### src/rtl/ra_pkg.sv
package ra_pkg;
    localparam int DEF_LANES     = 3;
    localparam int DEF_NREG      = 8;
    localparam int DEF_ROB_DEPTH = 16;
    localparam int MEM_LD_BIT    = 0;
    localparam int MEM_ST_BIT    = 1;
    localparam int MEM_KIND_W    = 2;
endpackage

### src/rtl/ra_need_check.sv
module ra_need_check
    import ra_pkg::*;
#(
    parameter int LANES = DEF_LANES,
    parameter int CNT_W = 5,
    localparam int NW   = $clog2(LANES + 1)
) (
    input  logic [LANES-1:0]                 vld,
    input  logic [LANES-1:0][MEM_KIND_W-1:0] mem,
    input  logic [CNT_W-1:0]                 rob_free,
    input  logic [CNT_W-1:0]                 rs_free,
    input  logic [CNT_W-1:0]                 ldb_free,
    input  logic [CNT_W-1:0]                 stb_free,
    output logic                             fits,
    output logic [NW-1:0]                    n_alloc
);
    int n_all;
    int n_ld;
    int n_st;

    always_comb begin
        n_all = 0;
        n_ld  = 0;
        n_st  = 0;
        for (int l = 0; l < LANES; l++) begin
            if (vld[l]) begin
                n_all = n_all + 1;
                if (mem[l][MEM_LD_BIT]) n_ld = n_ld + 1;
                if (mem[l][MEM_ST_BIT]) n_st = n_st + 1;
            end
        end
        fits    = (n_all <= int'(rob_free)) && (n_all <= int'(rs_free)) &&
                  (n_ld  <= int'(ldb_free)) && (n_st  <= int'(stb_free));
        n_alloc = NW'(n_all);
    end
endmodule

### src/rtl/ra_alias_table.sv
module ra_alias_table
    import ra_pkg::*;
#(
    parameter int LANES = DEF_LANES,
    parameter int NREG  = DEF_NREG,
    parameter int TW    = 4,
    localparam int AW   = $clog2(NREG),
    localparam int NP   = 2 * LANES
) (
    input  logic                        clk,
    input  logic                        rst_n,
    input  logic                        clear,
    input  logic [LANES-1:0]            wr_en,
    input  logic [LANES-1:0][AW-1:0]    wr_reg,
    input  logic [LANES-1:0][TW-1:0]    wr_tag,
    input  logic                        ret_vld,
    input  logic [AW-1:0]               ret_dst,
    input  logic [TW-1:0]               ret_tag,
    input  logic [NP-1:0][AW-1:0]       rd_reg,
    output logic [NP-1:0]               rd_inrob,
    output logic [NP-1:0][TW-1:0]       rd_tag
);
    typedef struct packed {
        logic [NREG-1:0]         inrob;
        logic [NREG-1:0][TW-1:0] tag;
    } tbl_t;

    tbl_t tbl_q, tbl_d;
    logic ret_hit;
    logic ren_on_ret;

    always_comb begin
        tbl_d      = tbl_q;
        ret_hit    = ret_vld && tbl_q.inrob[ret_dst] && (tbl_q.tag[ret_dst] == ret_tag);
        ren_on_ret = 1'b0;
        if (clear) begin
            tbl_d.inrob = '0;
        end else begin
            if (ret_hit) tbl_d.inrob[ret_dst] = 1'b0;
            for (int l = 0; l < LANES; l++) begin
                if (wr_en[l]) begin
                    tbl_d.inrob[wr_reg[l]] = 1'b1;
                    tbl_d.tag[wr_reg[l]]   = wr_tag[l];
                    if (wr_reg[l] == ret_dst) ren_on_ret = 1'b1;
                end
            end
        end
    end

    always_ff @(posedge clk or negedge rst_n) begin
        if (!rst_n) tbl_q <= '0;
        else        tbl_q <= tbl_d;
    end

    for (genvar p = 0; p < NP; p++) begin : g_rd
        logic bypass;
        assign bypass      = ret_hit && (rd_reg[p] == ret_dst);
        assign rd_inrob[p] = tbl_q.inrob[rd_reg[p]] && !bypass;
        assign rd_tag[p]   = rd_inrob[p] ? tbl_q.tag[rd_reg[p]] : '0;
    end

    AST_RETIRE_REVERT: assert property (@(posedge clk) disable iff (!rst_n)
        (ret_hit && !ren_on_ret && !clear) |=> !tbl_q.inrob[$past(ret_dst)]);
    AST_RENAME_BEATS_RETIRE: assert property (@(posedge clk) disable iff (!rst_n)
        (ret_hit && ren_on_ret && !clear) |=> tbl_q.inrob[$past(ret_dst)]);
    AST_DRAIN_CLEAR: assert property (@(posedge clk) disable iff (!rst_n)
        clear |=> (tbl_q.inrob == '0));
endmodule

### src/rtl/ra_group_fwd.sv
module ra_group_fwd
    import ra_pkg::*;
#(
    parameter int LANES = DEF_LANES,
    parameter int AW    = 3,
    parameter int TW    = 4,
    localparam int NP   = 2 * LANES
) (
    input  logic [LANES-1:0]          vld,
    input  logic [LANES-1:0]          we,
    input  logic [LANES-1:0][AW-1:0]  dst,
    input  logic [LANES-1:0][TW-1:0]  lane_tag,
    input  logic [NP-1:0][AW-1:0]     src,
    input  logic [NP-1:0]             tb_inrob,
    input  logic [NP-1:0][TW-1:0]     tb_tag,
    output logic [NP-1:0]             out_inrob,
    output logic [NP-1:0][TW-1:0]     out_tag
);
    for (genvar p = 0; p < NP; p++) begin : g_port
        localparam int LN = p % LANES;
        logic          sel_inrob;
        logic [TW-1:0] sel_tag;

        always_comb begin
            sel_inrob = tb_inrob[p];
            sel_tag   = tb_tag[p];
            for (int j = 0; j < LN; j++) begin
                if (vld[j] && we[j] && (dst[j] == src[p])) begin
                    sel_inrob = 1'b1;
                    sel_tag   = lane_tag[j];
                end
            end
        end

        assign out_inrob[p] = sel_inrob;
        assign out_tag[p]   = sel_tag;
    end
endmodule

### src/rtl/rename_alloc.sv
module rename_alloc
    import ra_pkg::*;
#(
    parameter int LANES     = DEF_LANES,
    parameter int NREG      = DEF_NREG,
    parameter int ROB_DEPTH = DEF_ROB_DEPTH,
    localparam int AW       = $clog2(NREG),
    localparam int TW       = $clog2(ROB_DEPTH),
    localparam int CNT_W    = $clog2(ROB_DEPTH + 1),
    localparam int NW       = $clog2(LANES + 1)
) (
    input  logic                             clk,
    input  logic                             rst_n,
    input  logic [LANES-1:0]                 grp_vld,
    input  logic [LANES-1:0]                 grp_dst_we,
    input  logic [LANES-1:0][AW-1:0]         grp_dst,
    input  logic [LANES-1:0][AW-1:0]         grp_src_a,
    input  logic [LANES-1:0][AW-1:0]         grp_src_b,
    input  logic [LANES-1:0][MEM_KIND_W-1:0] grp_mem,
    input  logic [CNT_W-1:0]                 rob_free,
    input  logic [CNT_W-1:0]                 rs_free,
    input  logic [CNT_W-1:0]                 ldb_free,
    input  logic [CNT_W-1:0]                 stb_free,
    input  logic                             ret_vld,
    input  logic [AW-1:0]                    ret_dst,
    input  logic [TW-1:0]                    ret_tag,
    input  logic                             mispredict,
    input  logic                             core_drained,
    output logic                             grant,
    output logic [LANES-1:0]                 src_a_inrob,
    output logic [LANES-1:0][TW-1:0]         src_a_tag,
    output logic [LANES-1:0]                 src_b_inrob,
    output logic [LANES-1:0][TW-1:0]         src_b_tag,
    output logic [LANES-1:0][TW-1:0]         dst_tag
);
    localparam int NP = 2 * LANES;

    typedef struct packed {
        logic          recover;
        logic [TW-1:0] tail;
    } st_t;

    st_t st_q, st_d;

    logic                  fits;
    logic [NW-1:0]         n_alloc;
    logic [TW-1:0]         alloc_step;
    logic                  clear;
    logic [LANES-1:0]      wr_en;
    logic [NP-1:0][AW-1:0] rd_reg;
    logic [NP-1:0]         tb_inrob;
    logic [NP-1:0][TW-1:0] tb_tag;
    logic [NP-1:0]         fw_inrob;
    logic [NP-1:0][TW-1:0] fw_tag;

    ra_need_check #(.LANES(LANES), .CNT_W(CNT_W)) u_need (
        .vld      (grp_vld),
        .mem      (grp_mem),
        .rob_free (rob_free),
        .rs_free  (rs_free),
        .ldb_free (ldb_free),
        .stb_free (stb_free),
        .fits     (fits),
        .n_alloc  (n_alloc)
    );

    always_comb begin
        logic [TW-1:0] acc;
        grant = (|grp_vld) && fits && !st_q.recover && !mispredict;
        clear = st_q.recover && core_drained;
        wr_en = grant ? (grp_vld & grp_dst_we) : '0;
        acc   = st_q.tail;
        for (int l = 0; l < LANES; l++) begin
            dst_tag[l] = acc;
            acc        = acc + TW'(grp_vld[l]);
        end
        alloc_step = grant ? TW'(n_alloc) : '0;

        st_d      = st_q;
        st_d.tail = st_q.tail + alloc_step;
        if (mispredict)  st_d.recover = 1'b1;
        else if (clear)  st_d.recover = 1'b0;
    end

    always_ff @(posedge clk or negedge rst_n) begin
        if (!rst_n) st_q <= '0;
        else        st_q <= st_d;
    end

    for (genvar l = 0; l < LANES; l++) begin : g_lane
        assign rd_reg[l]          = grp_src_a[l];
        assign rd_reg[l + LANES]  = grp_src_b[l];
        assign src_a_inrob[l]     = fw_inrob[l];
        assign src_a_tag[l]       = fw_tag[l];
        assign src_b_inrob[l]     = fw_inrob[l + LANES];
        assign src_b_tag[l]       = fw_tag[l + LANES];
    end

    ra_alias_table #(.LANES(LANES), .NREG(NREG), .TW(TW)) u_tbl (
        .clk      (clk),
        .rst_n    (rst_n),
        .clear    (clear),
        .wr_en    (wr_en),
        .wr_reg   (grp_dst),
        .wr_tag   (dst_tag),
        .ret_vld  (ret_vld),
        .ret_dst  (ret_dst),
        .ret_tag  (ret_tag),
        .rd_reg   (rd_reg),
        .rd_inrob (tb_inrob),
        .rd_tag   (tb_tag)
    );

    ra_group_fwd #(.LANES(LANES), .AW(AW), .TW(TW)) u_fwd (
        .vld       (grp_vld),
        .we        (grp_dst_we),
        .dst       (grp_dst),
        .lane_tag  (dst_tag),
        .src       (rd_reg),
        .tb_inrob  (tb_inrob),
        .tb_tag    (tb_tag),
        .out_inrob (fw_inrob),
        .out_tag   (fw_tag)
    );

    AST_GRANT_NEEDS_UOP: assert property (@(posedge clk) disable iff (!rst_n)
        grant |-> (|grp_vld));
    AST_GRANT_FITS_ROB: assert property (@(posedge clk) disable iff (!rst_n)
        grant |-> ($countones(grp_vld) <= int'(rob_free)));
    AST_TAIL_STEP: assert property (@(posedge clk) disable iff (!rst_n)
        grant |=> (st_q.tail == TW'($past(st_q.tail) + TW'($countones($past(grp_vld))))));
    AST_NO_GRANT_AFTER_MISPRED: assert property (@(posedge clk) disable iff (!rst_n)
        mispredict |=> !grant);
    AST_RECOVERY_EXIT: assert property (@(posedge clk) disable iff (!rst_n)
        (st_q.recover && core_drained && !mispredict) |=> !st_q.recover);
endmodule

### config.mk
export PLATFORM = sky130hd
export DESIGN_NAME = rename_alloc
export DESIGN_NICKNAME = d
export VERILOG_FILES = /design/src/rtl/ra_pkg.sv /design/src/rtl/ra_need_check.sv /design/src/rtl/ra_alias_table.sv /design/src/rtl/ra_group_fwd.sv /design/src/rtl/rename_alloc.sv
export SDC_FILE = /design/constraint.sdc
export NUM_CORES = 1
export LEC_CHECK = 0
export ABC_AREA = 1
export BUFFER_PORTS_ARGS = -buffer_cell sky130_fd_sc_hd__buf_2
export CAP_MARGIN = 20
export CORE_ASPECT_RATIO = 1.1
export CORE_MARGIN = 2
export CORE_UTILIZATION = 38
export CTS_CLUSTER_DIAMETER = 150
export DETAILED_ROUTE_END_ITERATION = 10
export PLACE_DENSITY_LB_ADDON = 0.08
export SLEW_MARGIN = 15
export SYNTH_ARGS = -nofsm -noshare
export SYNTH_HDL_FRONTEND = slang
export SYNTH_HIERARCHICAL = 1
export SYNTH_SLANG_ARGS = --single-unit
### constraint.sdc
create_clock -name clk -period 3 [get_ports clk]
set_input_delay 0.15 -clock clk [delete_from_list [all_inputs] [get_ports clk]]
set_output_delay 0.15 -clock clk [all_outputs]
set_load 0.005 [all_outputs]
== Word-level counts from Yosys, hierarchy flattened ==
Cells that the tools add are included.
Word-level totals
  memories kept: 0
  logic and storage cells: 190
  output and inout port bits: 43
  memory bits (read-only): 0
  register bits: 45
  input port bits: 71
  bits in latches: 0
  RAM bits: 0
Operators by class
  divide/modulo/power cells: 0
  add/sub/neg operators: 9
  shift operators: 0
  $lt $le $gt $ge: 18
  reduce and logical (&&, ||, !) cells: 43
  bitwise operators: 6
  muxes and demuxes: 90
  $mul: 0
  equal/unequal tests: 13
Operators by type and width (count)
  32-bit 2-to-1 mux: 12
  40-bit 2-to-1 mux: 5
  32-bit by 2-bit adder with 32-bit output (second input constant): 5
  32-bit by 6-bit less-or-equal comparator with 1-bit output: 4
  32-bit bitwise mux: 3
  4-bit 2-to-1 mux: 22
  4-bit binary-select mux with 3-bit select: 7
  3-bit by 4-bit < comparator with 1-bit output (second input constant): 10
  4-bit demux with 3-bit select: 3
  3-bit equality test: 12
  1-bit logical AND: 33
  8-bit 2-to-1 mux: 3
  8-bit bitwise OR: 3
  1-bit 2-to-1 mux: 22
  1-bit binary-select mux with 3-bit select: 7
  1-bit demux with 3-bit select: 4
  3-bit by 1-bit >= comparator with 1-bit output (second input constant): 4
  4-bit by 1-bit adder with 4-bit output: 2
  8-bit AND: 1
  1-bit zero test: 8
  8-bit inverter: 1
  4-bit by 2-bit adder with 4-bit output: 1
  4-bit equality test: 1
  3-bit AND: 1
  other kinds (5): 5

== Logic depth before layout (Yosys ltp) ==
Gate-level depths: netlist (run 1).
  depth after elaboration: 23
  gate-level depth with buffers: 28
  depth with buffers taken out: 28

== By module ==
Netlist (run 1), hierarchy kept.
By module, submodules not included
  ra_alias_table: cells each 971, instances 1, area each 5413.9 sq um, sequential area each 1001.0 sq um
  ra_group_fwd: cells each 161, instances 1, area each 813.3 sq um, sequential area each 0.0 sq um
  ra_need_check: cells each 95, instances 1, area each 565.5 sq um, sequential area each 0.0 sq um
  rename_alloc: cells each 72, instances 1, area each 533.0 sq um, sequential area each 125.1 sq um

== Least setup slack after synthesis (run 1) ==
OpenSTA, ideal clock, no wires.
  path kind: input -> register
  from: in grp_mem[1] (netlist bit)
  to: reg u_tbl/tbl_q[17] (netlist bit)
  required time: 2.863 ns
  cell stages on the path: 25
  buffers on the path: 0
  setup slack: -0.021 ns
  arrival: 2.884 ns
  library setup time: 0.137 ns
  cells stage by stage: nand2_1 -> inv_1 -> ha_1 -> nand2_1 -> o21ai_2 -> ha_1 -> nor2_1 -> a21oi_1 -> ha_1 -> nand3_1 -> nand2_1 -> inv_1 -> nand2_1 -> nand2_1 -> nor2_1 -> nand3_2 -> nor2_1 -> inv_1 -> nor2_1 -> inv_1 -> nor2_1 -> inv_1 -> or2_2 -> o311ai_0 -> o22ai_1
On the way
  elaborated cells on any way between the ends: 21
  classes of those cells: add/sub: 2; order compare: 1; mux: 14; reduce/logical: 4
RTL lines
  start: declaration: line rename_alloc.sv:19  | input logic [LANES-1:0][MEM_KIND_W-1:0] grp_mem,
  1-bit 2-to-1 mux (*): line ra_need_check.sv:29  | if (mem[l][MEM_ST_BIT]) n_st = n_st + 1;
  32-bit 2-to-1 mux (*): line ra_need_check.sv:26  | if (vld[l]) begin
  32-bit by 2-bit adder with 32-bit output: line ra_need_check.sv:29
  32-bit 2-to-1 mux: line ra_need_check.sv:29
  32-bit 2-to-1 mux (*): line ra_need_check.sv:26
  32-bit by 2-bit adder with 32-bit output: line ra_need_check.sv:29
  32-bit 2-to-1 mux: line ra_need_check.sv:29
  32-bit 2-to-1 mux (*): line ra_need_check.sv:26
  32-bit by 6-bit less-or-equal comparator with 1-bit output (*): line ra_need_check.sv:33  | (n_ld <= int'(ldb_free)) && (n_st <= int'(stb_free));
  1-bit logical AND (*): line ra_need_check.sv:33
  net fits: line rename_alloc.sv:45  | logic fits;
  1-bit logical AND (*) (3 in a row): line rename_alloc.sv:69  | grant = (|grp_vld) && fits && !st_q.recover && !mispredict;
  3-bit 2-to-1 mux (*): line rename_alloc.sv:71  | wr_en = grant ? (grp_vld & grp_dst_we) : '0;
  net wr_en[2]: line rename_alloc.sv:49  | logic [LANES-1:0] wr_en;
  40-bit 2-to-1 mux (*): line ra_alias_table.sv:41  | if (wr_en[l]) begin
  end signal: assignment: line ra_alias_table.sv:52  | else tbl_q <= tbl_d;
  end: declaration: line ra_alias_table.sv:28  | tbl_t tbl_q, tbl_d;
Mark *: on every way through the listed nets, which the timed path passes. The rest lies on a longest branch. The select of a mux whose other input is x is not followed.
A chain may end at the register's enable or synchronous reset.

== Worst setup path after layout (run 1) ==
  from: in grp_vld[0]
  to: reg u_tbl/tbl_q[23] (netlist bit)
On the way
  elaborated cells on any way between the ends: 41
  classes of those cells: add/sub: 8; order compare: 4; mux: 21; bitwise: 1; reduce/logical: 7
RTL lines
  start: declaration: line rename_alloc.sv:14  | input logic [LANES-1:0] grp_vld,
  32-bit 2-to-1 mux: line ra_need_check.sv:26
  32-bit by 2-bit adder with 32-bit output: line ra_need_check.sv:28  | if (mem[l][MEM_LD_BIT]) n_ld = n_ld + 1;
  32-bit 2-to-1 mux: line ra_need_check.sv:28
  32-bit 2-to-1 mux: line ra_need_check.sv:26
  32-bit by 2-bit adder with 32-bit output: line ra_need_check.sv:28
  32-bit 2-to-1 mux: line ra_need_check.sv:28
  32-bit 2-to-1 mux: line ra_need_check.sv:26
  32-bit by 6-bit less-or-equal comparator with 1-bit output: line ra_need_check.sv:33
  [2 not listed]
  net fits: line rename_alloc.sv:45
  1-bit logical AND (*) (3 in a row): line rename_alloc.sv:69
  3-bit 2-to-1 mux (*): line rename_alloc.sv:71
  net wr_en[1]: line rename_alloc.sv:49
  40-bit 2-to-1 mux (*): line ra_alias_table.sv:41
  40-bit 2-to-1 mux (*): line ra_alias_table.sv:36  | if (clear) begin
  32-bit bitwise mux: line ra_alias_table.sv:43  | tbl_d.tag[wr_reg[l]] = wr_tag[l];
  40-bit 2-to-1 mux (*): line ra_alias_table.sv:41
Marked as above.

==> results of run 1 <==
[cell usage in the layout, fill, tap and decap left out, drive strengths merged, types with 3 or more instances in the layout]
cell type and instances:
nand2 310, buf 208, a21oi 174, inv 165, o21ai 157, nor2 132
nand3 60, dfrtp 45, o211ai 25, ha 24, xor2 21, clkinv 17
a221oi 16, o22ai 15, a31oi 13, a22oi 12, nor3 8, clkbuf 6
a211oi 6, o311ai 6, nand3b 4, xnor2 3
[worst max path at each step]
| stage | start | to |
|---|---|---|
| 6_report | grp_vld[0] | u_tbl/tbl_q[23] |
| 5_1_grt | grp_vld[0] | u_tbl/tbl_q[25] |
| 4_1_cts | grp_vld[0] | u_tbl/tbl_q[29] |
| 3_5_place_dp | grp_vld[0] | u_tbl/tbl_q[26] |
| 3_3_place_gp | grp_vld[0] | u_tbl/tbl_q[26] |
| 2_1_floorplan | grp_mem[1] | u_tbl/tbl_q[19] |
[metrics by stage]
step	setup TNS, ns	hold slack [ns]
floorplan	0	-0.146
global placement	-11.24	0.224
detailed placement	-12.73	0.238
CTS	-0.0634	0.0668
global route	-3.45	0.0989
finish	0	0.0779
[power groups by stage]
stage	Sequential, W	Combinational, W	Clock [W]
after floorplan	0.000928	0.00156	0
after global placement	0.000961	0.00296	0
after detailed placement	0.000959	0.00296	0
after CTS	0.000947	0.00298	0.000587
after global routing	0.000967	0.00334	0.000618
final	0.000958	0.00313	0.000577
[repair_timing]
action,4_1_cts,5_1_grt
hold buffers,1,0
setup endpoints to repair,23,50
setup buffers,1,1
cloned,0,1
pin swaps,4,31
hold endpoints to repair,25,0
resized for setup,15,90
[logic make-up after synthesis]
kind of cell    share of synthesized area (%)
compound gates                           32.5
xor+xnor                                 2.87
fa+ha+maj                                4.37
buf+inv                                  14.6
flops                                    15.4
simple gates                             30.3
[worst register-to-register path, cell delays in order, from the launching register on]
cell	delay, ns
dfrtp_1	0.38
ha_1	0.24
ha_1	0.50
nand2_1	0.14
nand3b_1	0.17
nand2_1	0.06
nand2_1	0.09
or2_2	0.29
o311ai_0	0.17
o22ai_1	0.14
[sequential cells by signal, indices dropped and copies added, names as in the netlist]
| signal | flops |
|---|---|
| dst_tag | 4 |
| st_q | 1 |
| u_tbl/tbl_q | 40 |
[per-layer routing]
metal | wire length [um] | part of all wire (%) | vias to the layer above
li1 | - | - | 4602
met3 | 2740 | 8.6 | 95
met5 | 0 | 0 | -
met4 | 1570 | 4.9 | 0
met1 | 13300 | 42 | 4266
met2 | 14300 | 45 | 432
[synthesized netlist by cell type, types with 2 or more instances]
cell        n
nand2_1   293
a21oi_1   174
inv_1     152
o21ai_0   145
nor2_1    120
nand3_1    57
clkbuf_1   46
dfrtp_1    45
o211ai_1   25
ha_1       24
buf_4      21
xor2_1     21
a221oi_1   16
clkinv_1   16
o22ai_1    15
a31oi_1    13
inv_2      13
a22oi_1    12
nand2_2    12
o21ai_1    10
nor3_1      8
buf_2       7
a211oi_1    6
nor2_2      6
o311ai_0    6
nand2_4     5
nand3b_1    4
nor2_4      4
nand3_2     3
xnor2_1     3
a21o_1      2
nand4_1     2
nor2_8      2
o21ai_2     2
or2_2       2
[layout make-up]
type                            count  area share (%)
Inverter                          182            7.86
Tap cell                          247            3.46
Multi-Input combinational cell    995            59.6
Clock buffer                        6            1.44
Sequential cell                    45            12.6
Clock inverter                      2           0.168
Timing Repair Buffer              210            14.9
==> results.sh, run 1 <==
export IMPL_finalSetupViolCount=0
export IMPL_cp_depth=23
export IMPL_synth_edf_count=0
export IMPL_r2r_worst_path_cells=9
export IMPL_worst_pin_slew_ns=0.726
export IMPL_drc=0
export IMPL_instances_no_fill=1687
export IMPL_hold_start="core_drained"
export IMPL_design_area_um2=8930
export IMPL_use_met2_pct=48.0
export IMPL_cts_root_buf="clkbuf_16"
export IMPL_drive_above_1_share_pct=21.8
export IMPL_die_h_um=150
export IMPL_peakVddDrop_mv=0.534
export IMPL_final_antenna_net_count=0
export IMPL_die_x_um=136
export IMPL_grt_pass1_wl_um=47100
export IMPL_io_pins=114
export IMPL_slew_headroom_pct=51.6
export IMPL_grt_pass1_vias=8089
export IMPL_cts_buffers=5
export IMPL_outcome="finished clean"
export IMPL_rsz0062_at_grt="true"
export IMPL_drv_slew=0
export IMPL_ys_flop_type="dfrtp_1"
export IMPL_finalPower_w=0.00466
export IMPL_ys_seq_elements=45
export IMPL_syn_area_um2=7330
export IMPL_crit_reg2reg_launch="dst_tag[0]"
export IMPL_insertion_delay_ns=0.30
export IMPL_synth_top_cell_area_share_pct=15.4
export IMPL_critPathKind="in -> reg"
export IMPL_fillers=2085
export IMPL_post_route_util_pct=46.9
export IMPL_use_met1_pct=41.2
export IMPL_wl_um=31900
export IMPL_cts_htree_levels=2
export IMPL_crit_chain="buf_8 > nand2_4 > inv_4 > ha_4 > nand2_2 > o21ai_2 > ha_1 > nor2_1 > a21oi_1 > ha_1 > nand3_1 > nand2_1 > inv_1 > nand2_1 > nand2_2 > nor2_4 > nand3_4 > nor2_2 > nand2_1 > inv_1 > nand2_1 > o311ai_0 > o22ai_1"
export IMPL_synth_cell_types=42
export IMPL_rows=53
export IMPL_wire_per_inst_um=18.9
export IMPL_dr_pass1_iters=6
export IMPL_yosys_warnings=6
export IMPL_cp_slowest_cell="o311ai_0"
export IMPL_path_clk_slew_ns=0.07
export IMPL_gp_congestion=0.964
export IMPL_ys_seq_area_share_pct=15.4
export IMPL_clock_fmax_mhz=335
export IMPL_dpl_cell_area_um2=8520
export IMPL_cp_start_kind="input pin"
export IMPL_gr_max_usage_layer="met2"
export IMPL_syn_nets=1395
export IMPL_viasPerCell=5.57
export IMPL_dp_cells=1675
export IMPL_initial_utilization_pct=38.5
export IMPL_io_buffer_count=113
export IMPL_critPathRequiredTime_ns=3.15
export IMPL_r2r_end="u_tbl/tbl_q[23]"
export IMPL_synthTopCellsByArea="dfrtp_1, nand2_1, a21oi_1, o21ai_0, inv_1"
export IMPL_syn_area_per_cell_um2=5.64
export IMPL_drt_initial_drc_count=904
export IMPL_core_um2=19000
export IMPL_combPwrFrac_pct=67.1
export IMPL_holdPathStages=2
export IMPL_cap_violations=0
export IMPL_cts_sinks=45
export IMPL_period_share_pct=99.7
export IMPL_p_sw_w=0.00259
export IMPL_worst_path_buf_inv=4
export IMPL_overflow=0
export IMPL_setup_ws_ns=0.0105
export IMPL_hold_path_class="in -> reg"
export IMPL_r2r_setup_slack_ns=0.67
export IMPL_p_int_w=0.00207
export IMPL_p_seq_share_pct=20.5
export IMPL_endpoint_kind="flop"
export IMPL_worstHoldEndpoint="st_q[4]"
export IMPL_slowest_delay_ns=0.61
export IMPL_crit_family="simple AND/OR/NAND/NOR gates"
export IMPL_powerDensity_nw_per_um2=522
export IMPL_yosysTopAreaCell="dfrtp_1"
export IMPL_antenna_found_initial=0
export IMPL_final_seq_area_um2=1130
export IMPL_grt_usage_pct=30.3
export IMPL_area_growth_pct=21.9
export IMPL_fin_nets=1535
export IMPL_fin_worst_skew_ns=0.0135
export IMPL_worst_path_most_repeated_cell="nand2_1"
export IMPL_path_max_fanout=4
export IMPL_p_leak_nw=4.41
export IMPL_die_area_um2=20400
export IMPL_num_vias=9395
export IMPL_grt_max_degree=56
export IMPL_dp_hpwl_um=23300
export IMPL_cts_tree="built"
export IMPL_met3_usage_pct=4.40
export IMPL_pre_cts_ws_ns=-0.411
export IMPL_syn_inst=1299
export IMPL_synth_async_reset_ratio_pct=100
export IMPL_period_minus_slack_ns=2.99
export IMPL_ctsLongestPathBuffers=2
export IMPL_p_sw_share_pct=55.6
export IMPL_antenna_cells=0
export IMPL_multi_input_area_um2=5320
export IMPL_final_hold_viol_count=0
export IMPL_arrival_ns=3.14
export IMPL_clock_power_share_pct=12.4
No activity file was read; power rests on OpenSTA's default activity.
==> run 2, diff against run 1 <==
--- a/config.mk
+++ b/config.mk
@@ -14,6 +14,7 @@
 export CTS_CLUSTER_DIAMETER = 150
 export DETAILED_ROUTE_END_ITERATION = 10
 export PLACE_DENSITY_LB_ADDON = 0.08
+export REMOVE_ABC_BUFFERS = 1
 export SLEW_MARGIN = 15
 export SYNTH_ARGS = -nofsm -noshare
 export SYNTH_HDL_FRONTEND = slang
==> results.sh, run 2 (synthesis gave the netlist of run 1 again) <==
export IMPL_dp_hpwl_um=23700
export IMPL_endpoint_kind="flop"
export IMPL_rows=53
export IMPL_hold_path_class="in -> reg"
export IMPL_rsz0062_at_grt="true"
export IMPL_antenna_cells=0
export IMPL_cp_slowest_cell="fa_2"
export IMPL_cp_start_kind="input pin"
export IMPL_drv_slew=0
export IMPL_largest_register="u_tbl/tbl_q"
export IMPL_crit_family="adder cells"
export IMPL_io_pins=114
export IMPL_post_route_util_pct=47.8
export IMPL_layout_common_cells="nand2_1, a21oi_1, inv_1"
export IMPL_r2r_end="u_tbl/tbl_q[23]"
export IMPL_grt_pass1_vias=8335
export IMPL_die_area_um2=20400
export IMPL_overflow=0
export IMPL_endpoint="dst_tag[1]"
export IMPL_wire_per_inst_um=19.2
export IMPL_violations="setup timing"
export IMPL_powerDensity_nw_per_um2=529
export IMPL_critPathRequiredTime_ns=3.20
export IMPL_largest_reg_flops=40
export IMPL_ctsLongestPathBuffers=2
export IMPL_grt_pass1_wl_um=48200
export IMPL_grt_max_degree=56
export IMPL_period_share_pct=100
export IMPL_slew_headroom_pct=48.8
export IMPL_io_buffer_count=113
export IMPL_path_clk_slew_ns=0.07
export IMPL_r2r_worst_path_cells=9
export IMPL_worst_path_buf_inv=6
export IMPL_peakVddDrop_mv=0.531
export IMPL_grt_usage_pct=31.2
export IMPL_cts_htree_levels=2
export IMPL_cts_root_buf="clkbuf_16"
export IMPL_initial_utilization_pct=38.5
export IMPL_fin_worst_skew_ns=0.00751
export IMPL_outcome="complete, but fails checks"
export IMPL_worst_path_most_repeated_cell="nand2_2"
export IMPL_wl_um=32500
export IMPL_insertion_delay_ns=0.30
export IMPL_final_antenna_net_count=0
export IMPL_antenna_found_initial=0
export IMPL_worst_pin_slew_ns=0.768
export IMPL_die_x_um=136
export IMPL_viasPerCell=5.59
export IMPL_clock_fmax_mhz=333
export IMPL_cts_buffers=5
export IMPL_cp_startpoint="grp_vld[0]"
export IMPL_arrival_ns=3.20
export IMPL_crit_reg2reg_launch="dst_tag[0]"
export IMPL_critPathKind="in -> reg"
export IMPL_cts_tree="built"
export IMPL_dr_pass1_iters=5
export IMPL_slowest_delay_ns=0.51
export IMPL_drc=0
export IMPL_final_hold_viol_count=0
export IMPL_core_um2=19000
export IMPL_cap_violations=0
export IMPL_area_growth_pct=24.1
export IMPL_crit_chain="buf_8 > nand2_4 > inv_4 > ha_4 > nand2_2 > o21ai_2 > ha_1 > nor2_1 > a21oi_1 > ha_1 > nand3b_1 > nand2_1 > nand2_2 > nand2_2 > nor2_4 > nand3_4 > buf_4 > inv_1 > nand2_2 > nor2_2 > ha_2 > inv_1 > fa_2 > inv_1"
export IMPL_finalPower_w=0.00481
export IMPL_path_max_fanout=4
export IMPL_p_leak_nw=4.49
export IMPL_r2r_setup_slack_ns=0.72
export IMPL_period_minus_slack_ns=3.01
export IMPL_drt_initial_drc_count=878
export IMPL_setup_ws_ns=-0.00511
export IMPL_fin_nets=1544
export IMPL_finalSetupViolCount=1
export IMPL_drive_above_1_share_pct=23.7
export IMPL_mostFrequentLayoutCell="nand2_1"
export IMPL_cts_sinks=45
export IMPL_die_h_um=150
export IMPL_num_vias=9474
export IMPL_cp_depth=24
export IMPL_gp_congestion=0.963
-- run 2: changes by cell type in the layout (fill, tap and decap cells not counted), moves of 3 or more --
cell     previous run  this run
buf_4              92        98
o21ai_0           115       104
a21oi_2             4         8
o21ai_2             4         7
nor2_1            103        98
o21ai_1            38        46
inv_1             143       139
a21oi_1           170       166
nor2_2             14        20
buf_6               4         7
inv_2              17        23
-- run 2: where the power goes --
group	switching (W)	leakage, nW	internal, W
clock network	0.000274	0.0800	0.000395
logic	0.00217	3.82	0.00104
registers	0.000164	0.593	0.000764
-- run 2: area by class of cell --
class	count	area, um^2
Clock buffer	5	125
Clock inverter	3	46.3
Fill cell	2060	9940
Inverter	182	696
Multi-Input combinational cell	995	5370
Sequential cell	45	1130
Tap cell	247	309
Timing Repair Buffer	219	1420
-- run 2: worst min path at each step --
stage | startpoint | to | cells past startpoint
2_1_floorplan | rst_n | dst_tag[0] | 0
3_3_place_gp | rst_n | u_tbl/tbl_q[15] | 1
3_5_place_dp | rst_n | u_tbl/tbl_q[13] | 1
4_1_cts | core_drained | st_q[4] | 2
5_1_grt | core_drained | st_q[4] | 2
6_report | core_drained | st_q[4] | 2
-- run 2: layer usage --
metal  share of wire [%]  GRT usage (%)  vias up  wire (um)
li1                    -              -     4613          -
met2                  45           49.5      427      14700
met1                  41           41.5     4343      13300
met5                   0              0        -          0
met4                 5.0           14.6        0       1620
met3                 8.7           4.57       91       2830
-- run 2: stage by stage --
stage | setup WS (ns) | hold slack [ns] | std cells | TNS (ns) | area [um^2]
final | -0.00511 | 0.0526 | 1696 | -0.00511 | 9090
after global routing | -0.208 | 0.0581 | 1696 | -5.17 | 9090
after CTS | -0.0353 | 0.0504 | 1690 | -0.193 | 8790
after detailed placement | -0.450 | 0.263 | 1681 | -13.51 | 8570
after global placement | -0.414 | 0.271 | 1681 | -11.95 | 8570
after floorplan | -0.0399 | -0.146 | 1222 | -0.223 | 6940
-- run 2: repair_timing --
action | CTS | global route
buffers inserted | 0 | 6
hold endpoints to repair | 28 | 0
setup endpoints to repair | 29 | 48
resized for setup | 18 | 118
pin swaps | 2 | 38
hold buffers | 1 | 0
